[src/rtl/uart_regfile.sv]
module uart_regfile #(
  parameter int FIFO_DEPTH = 16,
  localparam int CW = $clog2(FIFO_DEPTH + 1)
) (
  input  logic          clk,
  input  logic          rst_n,
  input  logic [3:0]    addr,
  input  logic          wr_en,
  input  logic          rd_en,
  input  logic [7:0]    wdata,
  output logic [7:0]    rdata,
  output logic          irq,
  input  logic [7:0]    rx_data,
  input  logic          rx_avail,
  input  logic [CW-1:0] rx_count,
  input  logic          rx_timeout,
  input  logic          rx_overrun,
  input  logic          rx_parity_err,
  input  logic          rx_frame_err,
  input  logic          rx_break,
  input  logic          rx_fifo_err,
  output logic          rx_pop,
  output logic          rx_clr,
  input  logic          tx_hold_empty,
  input  logic          tx_idle,
  output logic          tx_push,
  output logic [7:0]    tx_data,
  output logic          tx_clr,
  input  logic          cts_in,
  input  logic          dsr_in,
  input  logic          ri_in,
  input  logic          dcd_in,
  output logic          dtr_out,
  output logic          rts_out,
  output logic [1:0]    word_len,
  output logic          stop2,
  output logic          par_en,
  output logic          par_even,
  output logic          par_stick,
  output logic          break_on,
  output logic [15:0]   divisor,
  output logic          fifo_en,
  output logic [1:0]    rx_trig,
  output logic          loopback,
  output logic [2:0]    mode_sel
);
  localparam logic [3:0] C_NONE = 4'h1, C_LS = 4'h6, C_RD = 4'h4,
                         C_TO = 4'hC, C_THR = 4'h2, C_MS = 4'h0;

  logic [3:0] ier;
  logic [7:0] lcr, scr, dll, dlm;
  logic [4:0] mcr;
  logic [2:0] mdr;
  logic [1:0] trig_sel;
  logic       oe_f, pe_f, fe_f, bi_f, to_f, thre_f, empty_prev, st_valid;
  logic [3:0] msr_d, st_prev, st_now, st_ev;
  logic [3:0] iir_code;
  logic [CW-1:0] trig_lvl;

  wire dlab   = lcr[7];
  wire loop   = mcr[4];
  wire w_thr  = wr_en && addr == 4'd0 && !dlab;
  wire w_ier  = wr_en && addr == 4'd1 && !dlab;
  wire w_fcr  = wr_en && addr == 4'd2;
  wire rd_iir = rd_en && addr == 4'd2;
  wire rd_lsr = rd_en && addr == 4'd5;
  wire rd_msr = rd_en && addr == 4'd6;
  wire rise   = tx_hold_empty && !empty_prev;
  wire ier_on = w_ier && wdata[1] && !ier[1] && tx_hold_empty;
  wire [7:0] lsr = {rx_fifo_err, tx_idle, tx_hold_empty, bi_f, fe_f, pe_f, oe_f, rx_avail};

  assign st_now = loop ? {mcr[3], mcr[2], mcr[0], mcr[1]} : {dcd_in, ri_in, dsr_in, cts_in};
  assign st_ev  = st_valid ? {st_now[3] ^ st_prev[3], st_prev[2] & ~st_now[2],
                              st_now[1] ^ st_prev[1], st_now[0] ^ st_prev[0]} : 4'b0;

  always_comb begin
    case (trig_sel)
      2'd0:    trig_lvl = CW'(1);
      2'd1:    trig_lvl = CW'(4);
      2'd2:    trig_lvl = CW'(8);
      default: trig_lvl = CW'(14);
    endcase
  end

  wire ls_p  = ier[2] && (oe_f || pe_f || fe_f || bi_f);
  wire rd_p  = ier[0] && (fifo_en ? rx_count >= trig_lvl : rx_avail);
  wire to_p  = ier[0] && to_f;
  wire thr_p = ier[1] && thre_f;
  wire ms_p  = ier[3] && |msr_d;

  always_comb begin
    if (ls_p)       iir_code = C_LS;
    else if (rd_p)  iir_code = C_RD;
    else if (to_p)  iir_code = C_TO;
    else if (thr_p) iir_code = C_THR;
    else if (ms_p)  iir_code = C_MS;
    else            iir_code = C_NONE;
  end

  always_comb begin
    case (addr)
      4'd0:    rdata = dlab ? dll : rx_data;
      4'd1:    rdata = dlab ? dlm : {4'b0, ier};
      4'd2:    rdata = {fifo_en, fifo_en, 2'b00, iir_code};
      4'd3:    rdata = lcr;
      4'd4:    rdata = {3'b0, mcr};
      4'd5:    rdata = lsr;
      4'd6:    rdata = {st_now, msr_d};
      4'd7:    rdata = scr;
      4'd8:    rdata = {5'b0, mdr};
      default: rdata = 8'h00;
    endcase
  end

  assign irq     = iir_code != C_NONE;
  assign rx_pop  = rd_en && addr == 4'd0 && !dlab && rx_avail;
  assign rx_clr  = w_fcr && (wdata[1] || wdata[0] != fifo_en);
  assign tx_clr  = w_fcr && (wdata[2] || wdata[0] != fifo_en);
  assign tx_push = w_thr;
  assign tx_data = wdata;
  assign dtr_out = mcr[0] && !loop;
  assign rts_out = mcr[1] && !loop;
  assign {break_on, par_stick, par_even, par_en, stop2, word_len} = lcr[6:0];
  assign divisor  = {dlm, dll};
  assign rx_trig  = trig_sel;
  assign loopback = loop;
  assign mode_sel = mdr;

  always_ff @(posedge clk or negedge rst_n) begin
    if (!rst_n) begin
      ier <= '0; lcr <= '0; scr <= '0; dll <= '0; dlm <= '0; mcr <= '0; mdr <= '0;
      fifo_en <= 1'b0; trig_sel <= '0;
      oe_f <= 1'b0; pe_f <= 1'b0; fe_f <= 1'b0; bi_f <= 1'b0;
      to_f <= 1'b0; thre_f <= 1'b0; empty_prev <= 1'b0;
      msr_d <= '0; st_prev <= '0; st_valid <= 1'b0;
    end else begin
      if (wr_en) begin
        case (addr)
          4'd0: if (dlab) dll <= wdata;
          4'd1: if (dlab) dlm <= wdata; else ier <= wdata[3:0];
          4'd2: begin fifo_en <= wdata[0]; trig_sel <= wdata[7:6]; end
          4'd3: lcr <= wdata;
          4'd4: mcr <= wdata[4:0];
          4'd7: scr <= wdata;
          4'd8: mdr <= wdata[2:0];
          default: ;
        endcase
      end
      oe_f <= (oe_f && !rd_lsr) || rx_overrun;
      pe_f <= (pe_f && !rd_lsr) || rx_parity_err;
      fe_f <= (fe_f && !rd_lsr) || rx_frame_err;
      bi_f <= (bi_f && !rd_lsr) || rx_break;
      msr_d <= (rd_msr ? 4'b0 : msr_d) | st_ev;
      st_prev <= st_now;
      st_valid <= 1'b1;
      empty_prev <= tx_hold_empty;
      if (rx_timeout) to_f <= 1'b1;
      else if (rx_pop || rx_clr) to_f <= 1'b0;
      if (rise || ier_on) thre_f <= 1'b1;
      else if (w_thr || (rd_iir && iir_code == C_THR)) thre_f <= 1'b0;
    end
  end

  assert_dlab_keeps_ier_R3: assert property (@(posedge clk) disable iff (!rst_n)
    (wr_en && addr == 4'd1 && dlab) |=> $stable(ier));
  assert_flush_on_enable_change_R5: assert property (@(posedge clk) disable iff (!rst_n)
    (fifo_en != $past(fifo_en)) |-> $past(rx_clr && tx_clr));
  assert_lsr_read_clears_R6: assert property (@(posedge clk) disable iff (!rst_n)
    (rd_lsr && !(rx_overrun || rx_parity_err || rx_frame_err || rx_break))
    |=> !(oe_f || pe_f || fe_f || bi_f));
  assert_msr_read_clears_R7: assert property (@(posedge clk) disable iff (!rst_n)
    (rd_msr && st_now == st_prev) |=> msr_d == 4'b0);
  assert_thr_write_clears_R11: assert property (@(posedge clk) disable iff (!rst_n)
    (w_thr && !rise && !ier_on) |=> !thre_f);
  assert_irq_needs_enable_R13: assert property (@(posedge clk) disable iff (!rst_n)
    irq |-> ier != 4'b0);
endmodule

[config.mk]
export PLATFORM = sky130hd
export DESIGN_NAME = uart_regfile
export DESIGN_NICKNAME = d
export VERILOG_FILES = /design/src/rtl/uart_regfile.sv
export SDC_FILE = /design/constraint.sdc
export NUM_CORES = 1
export LEC_CHECK = 0
export CORE_UTILIZATION = 30
export CTS_BUF_LIST = sky130_fd_sc_hd__clkbuf_8
export CTS_CLUSTER_DIAMETER = 80
export CTS_CLUSTER_SIZE = 14
export DETAILED_ROUTE_END_ITERATION = 10
export DONT_BUFFER_PORTS = 1
export GPL_TIMING_DRIVEN = 0
export PLACE_DENSITY = 0.4
export SETUP_SLACK_MARGIN = 0.5
export SLEW_MARGIN = 20
export SYNTH_ARGS = -nofsm -noshare
export SYNTH_HDL_FRONTEND = slang
export SYNTH_SLANG_ARGS = --single-unit
[constraint.sdc]
create_clock -name clk -period 3.2 [get_ports clk]
set_clock_uncertainty 0.05 [all_clocks]
set_input_delay 0.32 -clock clk [delete_from_list [all_inputs] [get_ports clk]]
set_output_delay 0.32 -clock clk [all_outputs]
set_load 0.005 [all_outputs]
==> metrics.txt <==
main combinational cell family by area after synthesis=multiplexers; flops & latches, synth=63; critical setup path kind=flop to output pin; final count of pins violating max slew=0; Setup crit end kind=output pin; CP arrival=2.24 ns; Slew HR=61.5%; top-count cell post-synth=dfrtp_1; Synth top area share=46.2%; Final Cell Area=3830 sq um; pin count of the biggest net entering global routing=64; most frequent cells after synthesis=dfrtp_1 (63), mux2_2 (44), nand2_1 (23); CTS tree=done; IO buf count=0; worst vdd ir=0.304 mV; post-synthesis simple-gate area fraction=12.1%; leading post-synthesis cells by cell area=dfrtp_1 (46%), mux2_2 (15%), mux2i_1 (4.4%); Die Area=11,800 sq um; Fmax=383 MHz; fin crit period=2.61 ns; DRC viols=0; final setup vio count=0; post-route setup TNS=0 ns; worst-path cell chain=nor2_1 > ha_1 > nand2b_1 > a31o_2 > a221o_1 > o31ai_2; sequential fraction of the synthesis area=46.2%; layout cells sized above 1=27.7%; CTS Buffer Depth=2; initial antenna violation count=0; Vert. Die Dim=109 microns; leak pwr=1.64 nW; most used flip-flop cell after synthesis=dfrtp_1; std cell rows=38; Worst path slowest cell=dfrtp_2; clock insertion delay at the later pin of the skew report=0.35 ns; worst slew pin tran=0.570 ns; Post-synth ARST share=100%; vias in the first global route=2,668; # diodes=0; H-tree levels=3; Setup crit start kind=flop; mean routed wirelength per cell=24.0 microns; Core Area=11,000 sq um; CP bufs+invs=0; count of final hold-check violations=0; CTS Buf Count=9; post-synth top area cell=dfrtp_1; Starting Density=31.1%; DRT iter0 DRCs=148; Die Wd=109 microns; CP Data Required Time=2.83 ns; Nets=369; Synth Instances=309; status=finished clean; setup bufs post-CTS=0; Post-Synth Adder-Cell Area=1.47%; DRT antenna net count=0; Clock Sinks=63; XOR/XNOR share of the synthesized area=1.03%; RSZ-0062 raised after global routing=true; synth warn=0; crit share post-route=81.5%; clock slew at the register clock pins of the worst setup and hold paths=0.07 ns; Synth Net Count=355; pwr/cell area=598 nW/um^2; first-pass GRT wire length=16,900 microns; post-synthesis mux area share=21.9%; gr usage total=20.2%; 1st-pass router iterations=4; average cell area after synthesis=11.1 sq um; detailed placement HPWL=8180 microns; Overflow after GRT=0; Top delay family on crit path=compound AO/OA/AOI/OAI gates; Root Driver=clkbuf_8; worst hold path type=primary input to flop; number of I/O pins=95; Placer Congestion=0.789; Via Count=2,545; DR vias/cell=5.44; Synth Area in Compound Gates=12.3%; post-detailed-placement cell area=3590 sq um; Unique masters post-synth=59; EDFF count, synth=0; Syn Std Cell Area=3410 sq um; total of max-cap violations=0; critical-path maximum fanout=5; delay of the slowest critical-path stage=0.44 ns; total routed wirelength=11,200 microns; P&R area growth vs syn=12.3%
## metal layers
metal	share of wire [%]	GRT usage [%]	vias up
met1	45	27.3	1298
met5	0	0	-
met3	7.6	6.04	14
met2	46	31.1	83
li1	-	-	1150
met4	1.7	6.08	0
## power by group
part	total [mW]	switching (mW)	internal, mW	leakage (nW)
logic	0.500	0.252	0.249	0.775
registers	1.10	0.151	0.951	0.754
clock network	0.690	0.318	0.371	0.108
total	2.29	0.721	1.57	1.64
## final cells by class
class                   count  area, sq um
clock buffers              10          138
multi-input cells         214         1680
plain buffers              25          141
repair buffers              3         47.5
fillers                  1122         7150
clock inverters             6         52.6
inverters                   7         26.3
flip-flops and latches     63         1580
well taps                 140          175
## sequential cells by signal (all words and copies together) (netlist names), 3 cells and up
register and flops:
lcr 8, mode_sel 3, scr 8, mcr 5, st_prev 4, dlm 8, ier 4, msr_d 4
dll 8
## kinds of logic (layout without fill, tap and decap cells)
| kind of cell | Yosys count | in the layout |
|---|---|---|
| buf+inv | 32 | 51 |
| flops | 63 | 63 |
| compound gates | 57 | 57 |
| mux | 68 | 68 |
| xor+xnor | 4 | 4 |
| simple gates | 80 | 80 |
| other cells | 1 | 1 |
| fa+ha+maj | 4 | 4 |
## layout by cell type (no fill, tap or decap), drive strengths merged, types with 4 or more instances in the layout
cell type	count
dfrtp	63
a31oi	6
nor2b	4
nand2	24
buf	21
nand3	11
o21ai	9
mux2	53
inv	9
mux2i	15
a21oi	9
nor2	20
clkbuf	15
a21o	4
ha	4
## metrics by stage
stage	hold slack (ns)	std cells	utilization (%)	setup slack, ns	total power, mW
after CTS	0.00416	468	34.8	0.543	2.32
final	0.0174	468	34.9	0.592	2.29
after global routing	0.000559	468	34.9	0.477	2.42
after floorplan	-0.0256	309	-	1.15	1.45
after global placement	-0.0222	449	32.7	0.956	1.59
after detailed placement	-0.0214	449	32.7	0.930	1.60
## final timing paths
kind                                    start        to  slack (ns)  cells after the start
worst max register to register     rx_trig[1]    thre_f        1.23                      7
min in group asynchronous               rst_n    scr[1]        0.48                      2
worst min-delay path            rx_parity_err      pe_f        0.02                      1
worst min register to register     st_prev[2]  msr_d[2]        0.45                      1
max in group asynchronous               rst_n  msr_d[0]        2.31                      2
worst max-delay path               rx_trig[1]  rdata[0]        0.59                      6
## what timing repair did
action	CTS	global route
endpoints found under the hold margin	64	0
endpoints found under the setup margin	0	3
hold buffers	3	0
resized for setup	0	3
Note: power is estimated with default switching activity, not from simulation.
